==> config.mk <==
export PLATFORM = sky130hd
export DESIGN_NAME = rr_root_router
export DESIGN_NICKNAME = d
export VERILOG_FILES = /design/src/rtl/rr_pkg.sv /design/src/rtl/rr_window.sv /design/src/rtl/rr_route.sv /design/src/rtl/rr_root_router.sv
export SDC_FILE = /design/constraint.sdc
export NUM_CORES = 1
export LEC_CHECK = 0
export ABC_CLOCK_PERIOD_IN_PS = 6600
export BUFFER_PORTS_ARGS = -buffer_cell sky130_fd_sc_hd__buf_2
export CORE_AREA = 2 2 201 203
export CTS_BUF_LIST = sky130_fd_sc_hd__clkbuf_16
export CTS_CLUSTER_DIAMETER = 100
export DETAILED_ROUTE_END_ITERATION = 10
export DIE_AREA = 0 0 203 205
export HOLD_SLACK_MARGIN = 0.1
export SETUP_SLACK_MARGIN = 0.05
export SLEW_MARGIN = 25
export SYNTH_ARGS = -nofsm -noshare
export SYNTH_HDL_FRONTEND = slang
export SYNTH_SLANG_ARGS = --single-unit
==> constraint.sdc <==
create_clock -name clk -period 6.6 [get_ports clk]
set_input_delay 0.99 -clock clk [delete_from_list [all_inputs] [get_ports clk]]
set_output_delay 0.99 -clock clk [all_outputs]
set_load 0.03 [all_outputs]
==> src/rtl/rr_pkg.sv <==
package rr_pkg;
  typedef enum logic [1:0] {RQ_MEM = 2'd0, RQ_CFG0 = 2'd1, RQ_CFG1 = 2'd2} rq_kind_e;
  typedef enum logic [1:0] {ST_SC = 2'd0, ST_UR = 2'd1, ST_CRS = 2'd2} cpl_stat_e;
  typedef enum logic [1:0] {ACT_LOCAL, ACT_FWD, ACT_UR, ACT_ONES} route_act_e;
  typedef enum logic [1:0] {S_IDLE, S_SEND, S_WAIT, S_RESP} rr_state_e;
endpackage

==> src/rtl/rr_window.sv <==
module rr_window #(
  parameter int AW = 32
) (
  input  logic [AW-1:0] addr,
  input  logic [AW-1:0] base,
  input  logic [AW-1:0] limit,
  output logic          hit
);
  // A base above the limit means the window is switched off.
  assign hit = (base <= limit) && (addr >= base) && (addr <= limit);
endmodule

==> src/rtl/rr_route.sv <==
module rr_route
  import rr_pkg::*;
(
  input  logic [1:0] kind,
  input  logic [7:0] bus,
  input  logic [4:0] dev,
  input  logic [7:0] sec_bus,
  input  logic [7:0] sub_bus,
  input  logic       link_up,
  input  logic       win_hit,
  output route_act_e act,
  output rq_kind_e   fwd_kind
);
  always_comb begin
    act      = ACT_UR;
    fwd_kind = rq_kind_e'(kind);
    case (kind)
      RQ_CFG0: act = ACT_LOCAL;
      RQ_CFG1: begin
        if (bus == sec_bus) begin
          fwd_kind = RQ_CFG0;
          if (!link_up || dev != 5'd0) act = ACT_ONES;
          else                         act = ACT_FWD;
        end else if (bus > sec_bus && bus <= sub_bus) begin
          act = link_up ? ACT_FWD : ACT_ONES;
        end else begin
          act = ACT_UR;
        end
      end
      RQ_MEM: act = (win_hit && link_up) ? ACT_FWD : ACT_UR;
      default: act = ACT_UR;
    endcase
  end
endmodule

==> src/rtl/rr_root_router.sv <==
module rr_root_router
  import rr_pkg::*;
#(
  parameter int AW  = 32,
  parameter int DW  = 32,
  parameter int RCW = 4
) (
  input  logic           clk,
  input  logic           rst_n,
  input  logic           req_valid,
  output logic           req_ready,
  input  logic [1:0]     req_kind,
  input  logic           req_write,
  input  logic [7:0]     req_bus,
  input  logic [4:0]     req_dev,
  input  logic [2:0]     req_fn,
  input  logic [AW-1:0]  req_addr,
  input  logic [DW-1:0]  req_wdata,
  input  logic [7:0]     sec_bus,
  input  logic [7:0]     sub_bus,
  input  logic [AW-1:0]  np_base,
  input  logic [AW-1:0]  np_limit,
  input  logic [AW-1:0]  pf_base,
  input  logic [AW-1:0]  pf_limit,
  input  logic           link_up,
  input  logic           crs_vis_en,
  input  logic [RCW-1:0] retry_max,
  input  logic [7:0]     own_bus,
  input  logic [4:0]     own_dev,
  input  logic [2:0]     own_fn,
  output logic           loc_en,
  output logic           loc_write,
  output logic [9:0]     loc_reg,
  output logic [DW-1:0]  loc_wdata,
  input  logic [DW-1:0]  loc_rdata,
  output logic           dn_valid,
  input  logic           dn_ready,
  output logic [1:0]     dn_kind,
  output logic           dn_write,
  output logic [7:0]     dn_bus,
  output logic [4:0]     dn_dev,
  output logic [2:0]     dn_fn,
  output logic [AW-1:0]  dn_addr,
  output logic [DW-1:0]  dn_wdata,
  output logic [15:0]    dn_req_id,
  input  logic           cpl_valid,
  output logic           cpl_ready,
  input  logic [1:0]     cpl_status,
  input  logic [DW-1:0]  cpl_data,
  output logic           rsp_valid,
  input  logic           rsp_ready,
  output logic [1:0]     rsp_status,
  output logic [DW-1:0]  rsp_data,
  output logic [15:0]    rsp_cpl_id
);
  localparam int NWIN = 2;
  localparam logic [DW-1:0] ONES     = '1;
  localparam logic [DW-1:0] CRS_DATA = {{(DW-16){1'b1}}, 16'h0001};

  rr_state_e      state;
  rq_kind_e       kind_q;
  logic           write_q;
  logic [7:0]     bus_q;
  logic [4:0]     dev_q;
  logic [2:0]     fn_q;
  logic [AW-1:0]  addr_q;
  logic [DW-1:0]  wdata_q;
  logic [RCW-1:0] retry_cnt;
  cpl_stat_e      stat_q;
  logic [DW-1:0]  data_q;

  logic [AW-1:0] wbase  [NWIN];
  logic [AW-1:0] wlimit [NWIN];
  logic [NWIN-1:0] win_hits;
  route_act_e act;
  rq_kind_e   fwd_kind;
  logic       accept;
  logic       is_cfg;
  logic [DW-1:0] fail_data;

  assign wbase[0]  = np_base;
  assign wlimit[0] = np_limit;
  assign wbase[1]  = pf_base;
  assign wlimit[1] = pf_limit;

  for (genvar g = 0; g < NWIN; g++) begin : g_win
    rr_window #(.AW(AW)) u_win (
      .addr (req_addr),
      .base (wbase[g]),
      .limit(wlimit[g]),
      .hit  (win_hits[g])
    );
  end

  rr_route u_route (
    .kind    (req_kind),
    .bus     (req_bus),
    .dev     (req_dev),
    .sec_bus (sec_bus),
    .sub_bus (sub_bus),
    .link_up (link_up),
    .win_hit (|win_hits),
    .act     (act),
    .fwd_kind(fwd_kind)
  );

  assign req_ready = (state == S_IDLE);
  assign accept    = req_valid && req_ready;
  assign dn_valid  = (state == S_SEND);
  assign cpl_ready = (state == S_WAIT);
  assign rsp_valid = (state == S_RESP);

  assign loc_en    = accept && (act == ACT_LOCAL);
  assign loc_write = req_write;
  assign loc_reg   = req_addr[11:2];
  assign loc_wdata = req_wdata;

  assign dn_kind    = kind_q;
  assign dn_write   = write_q;
  assign dn_bus     = bus_q;
  assign dn_dev     = dev_q;
  assign dn_fn      = fn_q;
  assign dn_addr    = addr_q;
  assign dn_wdata   = wdata_q;
  assign dn_req_id  = {own_bus, own_dev, own_fn};
  assign rsp_cpl_id = {own_bus, own_dev, own_fn};
  assign rsp_status = stat_q;
  assign rsp_data   = data_q;

  assign is_cfg    = (kind_q != RQ_MEM);
  assign fail_data = write_q ? '0 : ONES;

  always_ff @(posedge clk or negedge rst_n) begin
    if (!rst_n) begin
      state     <= S_IDLE;
      kind_q    <= RQ_MEM;
      write_q   <= 1'b0;
      bus_q     <= '0;
      dev_q     <= '0;
      fn_q      <= '0;
      addr_q    <= '0;
      wdata_q   <= '0;
      retry_cnt <= '0;
      stat_q    <= ST_SC;
      data_q    <= '0;
    end else begin
      case (state)
        S_IDLE: if (accept) begin
          kind_q    <= fwd_kind;
          write_q   <= req_write;
          bus_q     <= req_bus;
          dev_q     <= req_dev;
          fn_q      <= req_fn;
          addr_q    <= req_addr;
          wdata_q   <= req_wdata;
          retry_cnt <= '0;
          case (act)
            ACT_LOCAL: begin
              stat_q <= ST_SC;
              data_q <= req_write ? '0 : loc_rdata;
              state  <= S_RESP;
            end
            ACT_UR: begin
              stat_q <= ST_UR;
              data_q <= req_write ? '0 : ONES;
              state  <= S_RESP;
            end
            ACT_ONES: begin
              stat_q <= ST_SC;
              data_q <= req_write ? '0 : ONES;
              state  <= S_RESP;
            end
            default: state <= S_SEND;
          endcase
        end
        S_SEND: if (dn_ready) begin
          if (kind_q == RQ_MEM && write_q) begin
            stat_q <= ST_SC;
            data_q <= '0;
            state  <= S_RESP;
          end else begin
            state <= S_WAIT;
          end
        end
        S_WAIT: if (cpl_valid) begin
          if (cpl_stat_e'(cpl_status) == ST_SC) begin
            stat_q <= ST_SC;
            data_q <= write_q ? '0 : cpl_data;
            state  <= S_RESP;
          end else if (cpl_stat_e'(cpl_status) == ST_CRS && is_cfg) begin
            if (crs_vis_en) begin
              stat_q <= ST_CRS;
              data_q <= write_q ? '0 : CRS_DATA;
              state  <= S_RESP;
            end else if (retry_cnt < retry_max) begin
              retry_cnt <= retry_cnt + 1'b1;
              state     <= S_SEND;
            end else begin
              stat_q <= ST_SC;
              data_q <= fail_data;
              state  <= S_RESP;
            end
          end else begin
            stat_q <= is_cfg ? ST_SC : ST_UR;
            data_q <= fail_data;
            state  <= S_RESP;
          end
        end
        S_RESP: if (rsp_ready) state <= S_IDLE;
        default: state <= S_IDLE;
      endcase
    end
  end
endmodule

* Word level (Yosys, flattened, before mapping)
Cells that the tools add are included.
W data, S select, Z words.
** Word-level totals
- Output and inout port bits :: 197
- Input port bits :: 321
- Logic and storage cells :: 124
- Flip-flop bits (word level) :: 123
** Cells by class
- Reduce and logical (&&, ||, !) cells :: 30
- $lt $le $gt $ge :: 9
- Eq/ne operators :: 21
- Mux-type cells :: 52
- $add $sub $neg :: 1
** Operator list (count)
- $mux W32 :: 13
- $le A32 B32 Y1 :: 4
- $pmux W32 S3 :: 1
- $ge A32 B32 Y1 :: 2
- $pmux W32 S2 :: 1
- $mux W2 :: 24
- $mux W4 :: 6
- $reduce_and A7 Y1 :: 3
- $eq A2 B2 Y1 const B :: 6
- $ne A2 B1 Y1 const B :: 6
- $pmux W2 S3 :: 2
- $logic_and A1 B1 Y1 :: 10
- $logic_not A2 Y1 :: 5
- $eq A8 B8 Y1 :: 1
- $gt A8 B8 Y1 :: 1
- $le A8 B8 Y1 :: 1
- $pmux W2 S4 :: 1
- $pmux W4 S2 :: 1
- $ne A2 B2 Y1 const B :: 3
- $ne A3 B2 Y1 const B :: 2
- $reduce_or A2 Y1 :: 3
- $ne A5 B5 Y1 const B :: 1
- $reduce_bool A5 Y1 :: 1
- $add A4 B1 Y4 const B :: 1
- other kinds (11) :: 14

* Longest topological paths before layout
Gate-level depths: netlist of the first run.
- Depth in word-level cells :: 12
- Mapped depth :: 16
- Depth with buffers taken out :: 14

* Cells and area by module
A second synthesis of the first run with hierarchy kept.
** Unflattened totals
- Cells, all modules :: 1199
- Area total of the unflattened synthesis :: 11384.7 µm²
** By module, submodules not included
- rr_root_router :: times used 1, area an instance 6190.9 µm², cells an instance 518, seq. area each 3078.0 µm²
- rr_window :: times used 2, area an instance 2353.5 µm², cells an instance 307, seq. area each 0.0 µm²
- rr_route :: times used 1, area an instance 486.7 µm², cells an instance 67, seq. area each 0.0 µm²

* Least setup slack after synthesis of the first run
OpenSTA, ideal clock, no wires.
- Path kind :: input-to-output
- Start point :: input pf_limit[14]
- End point :: output loc_en
- Required time :: 5.610 ns
- Path buffers :: 0
- Slack :: 2.191 ns
- Arrival time :: 3.419 ns
- Stages on the path :: 11
- Path through :: inv_1 -> ha_1 -> a21oi_1 -> nand2_1 -> a221o_1 -> a211o_1 -> a2111oi_0 -> a32oi_1 -> a311o_1 -> ha_1 -> and3_1
** Between the ends
- Longest elaborated chain between the ends :: 9
- Elaborated cells between the ends (all ways) :: 10
- Classes of those cells :: 2 x order compare; 2 x mux; 6 x reduce/logical
** Ends and longest elaborated chain
- start, declared :: RTL line rr_root_router.sv:24 : input logic [AW-1:0] pf_limit,
- $le A32 B32 Y1 :: RTL line rr_window.sv:10 : assign hit = (base <= limit) && (addr >= base) && (addr <= limit);
- $logic_and A1 B1 Y1 :: RTL line rr_window.sv:10
- $logic_and A1 B1 Y1 * :: RTL line rr_window.sv:10
- $reduce_or A2 Y1 * :: RTL line rr_root_router.sv:102 : .win_hit (|win_hits),
- $logic_and A1 B1 Y1 * :: RTL line rr_route.sv:30 : RQ_MEM: act = (win_hit && link_up) ? ACT_FWD : ACT_UR;
- $mux W2 * :: RTL line rr_route.sv:30
- $pmux W2 S3 * :: RTL line rr_route.sv:17 : case (kind)
- $logic_not A2 Y1 * :: RTL line rr_root_router.sv:113 : assign loc_en = accept && (act == ACT_LOCAL);
- $logic_and A1 B1 Y1 * :: RTL line rr_root_router.sv:113
- end, declared :: RTL line rr_root_router.sv:31 : output logic loc_en,
Mark *: on every way between the ends. The rest lies on a longest branch, timed or not.

* Worst setup path after layout of the first run
- Start point :: input np_limit[31]
- End point :: output loc_en
** Between the ends
- Longest elaborated chain between the ends :: 9
- Elaborated cells between the ends (all ways) :: 10
- Classes of those cells :: 2 x order compare; 2 x mux; 6 x reduce/logical
** Ends and longest elaborated chain
- start, declared :: RTL line rr_root_router.sv:22 : input logic [AW-1:0] np_limit,
- $le A32 B32 Y1 :: RTL line rr_window.sv:10
- $logic_and A1 B1 Y1 :: RTL line rr_window.sv:10
- $logic_and A1 B1 Y1 * :: RTL line rr_window.sv:10
- $reduce_or A2 Y1 * :: RTL line rr_root_router.sv:102
- $logic_and A1 B1 Y1 * :: RTL line rr_route.sv:30
- $mux W2 * :: RTL line rr_route.sv:30
- $pmux W2 S3 * :: RTL line rr_route.sv:17
- $logic_not A2 Y1 * :: RTL line rr_root_router.sv:113
- $logic_and A1 B1 Y1 * :: RTL line rr_root_router.sv:113
Marks and branches as above.

==> results of run 1 <==
final cells by class:
cell class | count | area [um^2] | share of cell area
tap | 525 | 657 | 0.0462
clock buffer | 17 | 425 | 0.0299
antenna | 6 | 15.0 | 0.00106
sequential | 123 | 3080 | 0.216
inverter | 158 | 593 | 0.0417
clock inverter | 15 | 164 | 0.0115
timing repair buffer | 474 | 2400 | 0.169
multi-input combinational | 817 | 6890 | 0.484
synthesized netlist by cell type, drive strengths merged (8+ instances only):
library cell / number
ha: 220
inv: 158
dfrtp: 123
mux2: 113
a21oi: 95
buf: 87
o21ai: 70
nand2: 57
nor2: 56
nand4: 36
nand3: 20
a21o: 18
clkbuf: 18
o22ai: 15
nand2b: 11
nor2b: 8
o211ai: 8
layer usage:
metal	vias to the layer above	routed length, um
met3	67	2670
met4	12	878
met2	385	20600
met5	-	86
li1	5009	-
met1	4824	16000
flip-flops by register name, indices dropped and copies added (netlist names):
register and flops:
dn_addr 32, dn_wdata 32, rsp_data 32, dn_bus 8, dn_dev 5, retry_cnt 4, dn_fn 3, dn_kind 2
rsp_status 2, state 2, dn_write 1
cells in the final DEF, fill, tap and decap left out, drive strengths merged, types with 15 or more instances in the layout:
master,count
buf,474
ha,220
inv,163
dfrtp,123
mux2,113
a21oi,95
o21ai,70
nand2,57
nor2,56
nand4,36
nand3,20
a21o,18
clkbuf,17
o22ai,15
final timing paths:
check | from | to | slack (ns) | cells after the start
max in group asynchronous | rst_n | dn_dev[0] | 4.71 | 2
min in group asynchronous | rst_n | dn_addr[2] | 0.50 | 1
max reg2reg | dn_kind[1] | rsp_data[1] | 4.05 | 8
min reg2reg | dn_addr[0] | dn_addr[0] | 0.48 | 2
min | dn_addr[0] | dn_addr[0] | 0.48 | 2
max | np_limit[31] | loc_en | 1.06 | 13
logic make-up (layout without fill, tap and decap cells):
group,Yosys count,in the layout,share of synthesized area
other cells,0,6,0
fa+ha+maj,220,220,0.244
compound gates,263,263,0.145
mux,114,114,0.124
simple gates,219,219,0.0967
flops,123,123,0.273
buf+inv,263,664,0.117
xor+xnor,1,1,0.000777
worst register-to-register path: stages (launching register included):
cell and delay [ns]:
dfrtp_1 0.38, nor2_1 0.11, or3b_1 0.37, or3_4 0.36, a211oi_4 0.34, nor4b_2 0.13, o31ai_4 0.08, buf_12 0.28
mux2_2 0.40
per-stage QoR:
| stage | instances | hold WS (ns) | area (um^2) | total power [uW] |
|---|---|---|---|---|
| 6_report | 2135 | 0.479 | 14200 | 5190 |
| 5_1_grt | 2131 | 0.511 | 14200 | 5520 |
| 4_1_cts | 2129 | 0.486 | 14200 | 5250 |
| 3_5_place_dp | 2097 | 0.471 | 13600 | 4240 |
| 3_3_place_gp | 2097 | 0.462 | 13600 | 4200 |
| 2_1_floorplan | 1203 | 0.498 | 11300 | 3450 |
power groups by stage:
stage,clock [uW],combinational (uW),sequential [uW]
floorplan,0,1450,2000
global placement,0,2870,1330
detailed placement,0,2900,1340
CTS,1010,2920,1330
global route,1040,3110,1370
finish,968,2890,1330
==> qor.txt, run 1 <==
status -> complete, no violations
PostCTS Resize Cnt -> 0
row count -> 73
Main synth FF type -> dfrtp_1
M3 GR Usage -> 0.0514
vias per std cell -> 4.82
sw power -> 2360 uW
pre-CTS WS -> 0.826 ns
RSZ-0062 raised after global routing -> false
cts hold-fix bufs -> 0
crit path kind -> primary input to output pin
final worst path period share -> 0.840
Worst path max stage delay -> 0.52 ns
largest area contributor in the netlist -> dfrtp_1
Layout fillers -> 4,068
Max Root-Sink Buffers -> 2
Syn Area/Cell -> 9.37 um^2
drt pass-1 iters -> 5
mapped cell area -> 11,300 um^2
Layout Area Growth over Synthesis -> 26.2%
worst endpoint data arrival time -> 4.55 ns
Die H -> 205 um
Die Wd -> 203 um
number of buffers inserted during clock tree synthesis -> 17
Initial Util -> 0.286
unique cell type count in the Yosys netlist -> 64
Setup TNS Final -> 0 ns
CTS tree -> yes
Post-DP HPWL -> 33,800 um
Slew HR -> 0.435
Peak VDD IR -> 175 uV
Root Buffer -> clkbuf_16
I/O Pins -> 518
largest net degree at the start of global routing -> 66
Final Hold Fails -> 0
Nets -> 2,132
CP startpoint kind -> primary input
Post-synth EDFFs -> 0
CP Buf/Inv Count -> 3
Final setup viols -> 0
Final Core Density -> 0.361
layout cells sized above 1 -> 0.395
setup bufs post-CTS -> 0
number of global-route vias before repair -> 10,688
CTS HTree Levels -> 4
Yosys top cell area share -> 0.273
Crit. End Element -> output pin
sequential power share -> 0.256
Clock Power Share -> 0.187
Crit Path Max Fanout -> 4
Comb power frac -> 0.558
register area share after synthesis -> 0.273
CTS sink count -> 123
gpl congestion -> 0.953
port bufs -> 469
synthesized flop and latch total -> 123
skew final -> 0.00967 ns
Total Wirelength -> 40,300 um
max-slew violations -> 0
gate count of the mapped netlist -> 1,203
switching share of power -> 0.455
worst path required time -> 5.61 ns
first-pass GRT wire length -> 60,400 um
Pleak -> 0.00776 uW
Final WS setup -> 1.06 ns
HP Class -> register to register
post-route minimum period -> 5.54 ns
Power Dens Cells -> 365 nW/um^2
grt peak-use layer -> met2
GRT met2 Usage -> 0.356
wire length per cell -> 18.9 um
critical path's top delay family -> simple AND/OR/NAND/NOR gates
ys async rst share -> 1.00
Max Clk Rate -> 180 MHz
Synth area leaders -> dfrtp_1 (27%), ha_1 (24%), mux2_2 (8.3%)
gr usage total -> 0.192
GRT met1 Usage -> 0.213
die area -> 41,600 um^2
vias -> 10,297
Max Cap Violations -> 0
clock-pin transition on the worst setup and hold timing paths -> 0.06 ns
Worst Tran Pin Value -> 0.848 ns
Placeable Area -> 39,400 um^2
Mapped Nets -> 1,744
crit path max-delay cell type -> nor3b_1
antenna violations before repair -> 12
GR Overflow Total -> 0
crit path cell chain -> buf_2, inv_1, ha_1, nand4_1, nor4_1, nor3b_1, o31ai_1, a211o_1, a32oi_1, a311o_1, ha_1, and3_1, buf_2
DRC -> 0
DR iter-0 viols -> 490
clk_lat worst skew -> 0.45 ns
P_int -> 2830 uW
YS warnings -> 0
Routed Antenna Nets -> 0
Power figures use the tool's default switching activity.
==> run 2: changes to the inputs <==
--- a/config.mk
+++ b/config.mk
@@ -5,7 +5,7 @@
 export SDC_FILE = /design/constraint.sdc
 export NUM_CORES = 1
 export LEC_CHECK = 0
-export ABC_CLOCK_PERIOD_IN_PS = 6600
+export ABC_CLOCK_PERIOD_IN_PS = 5600
 export BUFFER_PORTS_ARGS = -buffer_cell sky130_fd_sc_hd__buf_2
 export CORE_AREA = 2 2 201 203
 export CTS_BUF_LIST = sky130_fd_sc_hd__clkbuf_16
==> constraint.sdc (replaced) <==
create_clock -name clk -period 5.6 [get_ports clk]
set_input_delay 0.84 -clock clk [delete_from_list [all_inputs] [get_ports clk]]
set_output_delay 0.84 -clock clk [all_outputs]
set_load 0.03 [all_outputs]
==> qor.txt, run 2 (synthesis gave the netlist of run 1 again) <==
status -> complete, no violations
Peak VDD IR -> 209 uV
PostCTS Resize Cnt -> 0
antenna violations before repair -> 16
Final Core Density -> 0.363
Max Root-Sink Buffers -> 2
CTS tree -> yes
Post-Layout Inst Area -> 14,300 um^2
RSZ-0062 raised after global routing -> false
Routed Antenna Nets -> 0
vias per std cell -> 4.78
Die H -> 205 um
Final WS setup -> 0.601 ns
first-pass GRT wire length -> 58,500 um
row count -> 73
die area -> 41,600 um^2
RR Startpoint -> dn_kind[1]
Total Wirelength -> 39,800 um
Layout Area Growth over Synthesis -> 26.8%
R2R Path End -> rsp_data[1]
I/O Pins -> 518
final worst path period share -> 0.893
gr usage total -> 0.188
number of global-route vias before repair -> 10,344
Root Buffer -> clkbuf_16
number of buffers inserted during clock tree synthesis -> 17
clock-pin transition on the worst setup and hold timing paths -> 0.07 ns
GR Overflow Total -> 0
port bufs -> 469
FF-to-FF setup slack -> 3.04 ns
Max Cap Violations -> 0
max-slew violations -> 0
CP Buf/Inv Count -> 4
DR iter-0 viols -> 415
setup bufs post-CTS -> 0
critical path's top delay family -> simple AND/OR/NAND/NOR gates
Post-DP HPWL -> 33,600 um
Setup TNS Final -> 0 ns
crit path cell chain -> buf_2, inv_1, ha_1, nand4_1, nor4_1, nor3b_1, o31ai_1, a211o_1, a32oi_1, buf_4, a311o_1, ha_1, and3_1, buf_2
Slew HR -> 0.463
Power Dens Cells -> 424 nW/um^2
worst endpoint data arrival time -> 4.16 ns
DRC -> 0
vias -> 10,263
Initial Util -> 0.286
drt pass-1 iters -> 5
CTS HTree Levels -> 4
HP Class -> primary input to asynchronous set/reset pin
Nets -> 2,140
layout cells sized above 1 -> 0.398
crit path max-delay cell type -> nor3b_1
clk_lat worst skew -> 0.46 ns
post-route minimum period -> 5.00 ns
skew final -> 0.0134 ns
most frequent cells in the layout -> buf_2 (468), ha_1 (220), inv_1 (158)
Pleak -> 0.00779 uW
crit path kind -> primary input to output pin
Worst path max stage delay -> 0.55 ns
worst path required time -> 4.76 ns
path depth of the worst reg2reg path -> 8
gpl congestion -> 0.891
commonest non-fill, non-tap cell in the layout -> buf_2
placed instance area -> 13,700 um^2
wire length per cell -> 18.5 um
Die Wd -> 203 um
Final setup viols -> 0
pre-CTS WS -> 0.492 ns
Crit Path Max Fanout -> 4
CP startpoint kind -> primary input
Final Hold Fails -> 0
Placeable Area -> 39,400 um^2
Worst Tran Pin Value -> 0.805 ns
Max Clk Rate -> 200 MHz
CTS sink count -> 123
cts hold-fix bufs -> 0
Crit. End Element -> output pin
largest net degree at the start of global routing -> 69
==> run 2: cell count changes in the layout (fill, tap and decap cells not counted), sizes merged <==
cell / before / now
buf: 474 / 482
clkinv: 8 / 2
clkinvlp: 0 / 4
diode: 6 / 10
inv: 163 / 167
bufinv: 2 / 0
==> run 2: worst max path at each step <==
| stage | start | endpoint | slack (ns) | depth (start not counted) |
|---|---|---|---|---|
| 3_5_place_dp | np_limit[29] | loc_en | 0.49 | 14 |
| 2_1_floorplan | pf_limit[14] | rsp_data[10] | 1.42 | 14 |
| 5_1_grt | req_addr[0] | loc_en | 0.25 | 14 |
| 6_report | np_limit[29] | loc_en | 0.60 | 14 |
| 4_1_cts | np_limit[29] | loc_en | 0.48 | 14 |
| 3_3_place_gp | np_limit[29] | loc_en | 0.60 | 14 |
==> run 2: area by class of cell <==
class,count,area [um^2]
fill,4052,25100
multi-input combinational,817,6890
sequential,123,3080
timing repair buffer,482,2480
tap,525,657
inverter,158,593
clock buffer,17,425
clock inverter,15,151
antenna,10,25.0
==> run 2: power by group <==
group	internal [uW]	switching, uW
registers	1320	223
logic	1350	2050
clock network	590	519
total	3270	2800
==> run 2: metal layers <==
metal / GRT usage / part of all wire / up-vias
met5: 0 / 0.0021 / -
met4: 0.0808 / 0.032 / 14
met3: 0.0530 / 0.069 / 67
met2: 0.341 / 0.50 / 366
met1: 0.204 / 0.39 / 4794
li1: - / - / 5022
==> run 2: through the flow <==
| step | total power [uW] | cells | hold WS (ns) |
|---|---|---|---|
| after floorplan | 4060 | 1203 | 0.498 |
| after global placement | 4930 | 2105 | 0.463 |
| after detailed placement | 4980 | 2105 | 0.473 |
| after CTS | 6150 | 2137 | 0.384 |
| after global routing | 6450 | 2143 | 0.421 |
| final | 6060 | 2147 | 0.383 |
==> run 3: changes to the inputs <==
--- a/config.mk
+++ b/config.mk
@@ -7,12 +7,13 @@
 export LEC_CHECK = 0
 export ABC_CLOCK_PERIOD_IN_PS = 5600
 export BUFFER_PORTS_ARGS = -buffer_cell sky130_fd_sc_hd__buf_2
-export CORE_AREA = 2 2 201 203
+export CORE_AREA = 10 10 193 195
 export CTS_BUF_LIST = sky130_fd_sc_hd__clkbuf_16
 export CTS_CLUSTER_DIAMETER = 100
 export DETAILED_ROUTE_END_ITERATION = 10
 export DIE_AREA = 0 0 203 205
 export HOLD_SLACK_MARGIN = 0.1
+export RECOVER_POWER = 50
 export SETUP_SLACK_MARGIN = 0.05
 export SLEW_MARGIN = 25
 export SYNTH_ARGS = -nofsm -noshare
==> qor.txt, run 3 (synthesis gave the netlist of run 1 again) <==
crit path from -> pf_limit[14]
Max Clk Rate -> 189 MHz
CTS tree -> yes
Total Wirelength -> 42,800 um
Crit. End Element -> output pin
Root Buffer -> clkbuf_16
placed instance count -> 2,025
Worst Tran Pin Value -> 2.89 ns
Crit Path Max Fanout -> 4
vias -> 10,387
clk_lat worst skew -> 0.44 ns
hold depth -> 2
path depth of the worst reg2reg path -> 8
Post-DP HPWL -> 36,500 um
DRC -> 0
number of global-route vias before repair -> 11,147
row count -> 67
Final setup viols -> 0
commonest non-fill, non-tap cell in the layout -> buf_2
CP startpoint kind -> primary input
skew final -> 0.0101 ns
GR Overflow Total -> 0
Placeable Area -> 33,300 um^2
first-pass GRT wire length -> 64,500 um
Peak VDD IR -> 277 uV
failing checks -> max-capacitance violations, max-slew violations
status -> complete, but fails checks
worst path required time -> 4.76 ns
port bufs -> 469
Layout Area Growth over Synthesis -> 24.6%
Final Hold Slack -> 0.481 ns
CTS HTree Levels -> 4
gpl congestion -> 0.861
wire length per cell -> 20.8 um
Routed Antenna Nets -> 0
setup bufs post-CTS -> 0
Max Cap Violations -> 3
drt pass-1 iters -> 4
post-route minimum period -> 5.28 ns
gr usage total -> 0.199
Die H -> 205 um
number of buffers inserted during clock tree synthesis -> 17
die area -> 41,600 um^2
Die Wd -> 203 um
largest net degree at the start of global routing -> 55
Pleak -> 0.00756 uW
I/O Pins -> 518
final worst path period share -> 0.942
Power Dens Cells -> 428 nW/um^2
Nets -> 2,137
CTS sink count -> 123
cts hold-fix bufs -> 0
layout cells sized above 1 -> 0.354
DR iter-0 viols -> 330
hold wc startpoint -> dn_addr[0]
Slew HR -> -0.929
vias per std cell -> 5.03
antenna violations before repair -> 20
Final Hold Fails -> 0
most frequent cells in the layout -> buf_2 (402), ha_1 (220), inv_1 (158)
Setup TNS Final -> 0 ns
crit path kind -> primary input to output pin
pre-CTS WS -> 0.478 ns
Initial Util -> 0.339
RR Startpoint -> dn_kind[1]
HP Class -> register to register
Post-Layout Cell Count -> 2,064
Max Root-Sink Buffers -> 2
PostCTS Resize Cnt -> 0
Final WS setup -> 0.322 ns
max-slew violations -> 99
worst endpoint data arrival time -> 4.44 ns
RSZ-0062 raised after global routing -> false
clock-pin transition on the worst setup and hold timing paths -> 0.06 ns
[run 3: cell types whose count changed in the layout (fill, tap and decap cells not counted), sizes merged]
cell,before,now
clkinv,2,6
inv,167,163
clkinvlp,4,2
clkbuf,17,86
bufinv,0,1
diode,10,8
buf,482,410
[run 3: critical path, stage by stage]
cell and delay, ns:
buf_2 0.07, inv_1 0.05, ha_1 0.32, nand4_1 0.18, nor4_1 0.71, nand2_1 0.13
o31a_1 0.13, a2111oi_0 0.61, a32oi_1 0.21, buf_4 0.21, a311o_1 0.35, ha_1 0.27
and3_1 0.17, buf_2 0.18
[run 3: where the power goes]
group / total (uW) / switching, uW / internal, uW
Clock: 1100 / 479 / 618
Combinational: 3370 / 2080 / 1280
Sequential: 1550 / 224 / 1320
Total: 6010 / 2790 / 3220
[run 3: path summary, 6_finish.rpt]
| check | to | slack, ns |
|---|---|---|
| setup / recovery | loc_en | 0.32 |
| hold / removal | dn_addr[0] | 0.48 |
| setup reg to reg | rsp_data[1] | 3.05 |
| hold reg to reg | dn_addr[0] | 0.48 |
| max in group asynchronous | dn_addr[31] | 1.60 |
| min in group asynchronous | dn_addr[11] | 1.31 |
[run 3: area by class of cell]
| class | count | area [um^2] |
|---|---|---|
| timing repair buffer | 479 | 2340 |
| fill | 3415 | 19200 |
| inverter | 158 | 593 |
| clock buffer | 17 | 425 |
| clock inverter | 14 | 139 |
| multi-input combinational | 817 | 6890 |
| antenna | 8 | 20.0 |
| sequential | 123 | 3080 |
| tap | 448 | 561 |
[run 3: per-layer routing]
layer	wire length [um]	track usage	part of all wire
met1	17100	0.218	0.40
met2	21200	0.352	0.49
met3	3690	0.0801	0.086
met4	749	0.0528	0.017
met5	147	0	0.0034
[run 3: per-stage QoR]
| step | utilization | cell area (um^2) | total power, uW |
|---|---|---|---|
| global placement | 0.407 | 13600 | 4950 |
| CTS | 0.424 | 14100 | 6150 |
| floorplan | - | 11300 | 4060 |
| detailed placement | 0.407 | 13600 | 5020 |
| global route | 0.422 | 14000 | 6390 |
| finish | 0.422 | 14000 | 6010 |
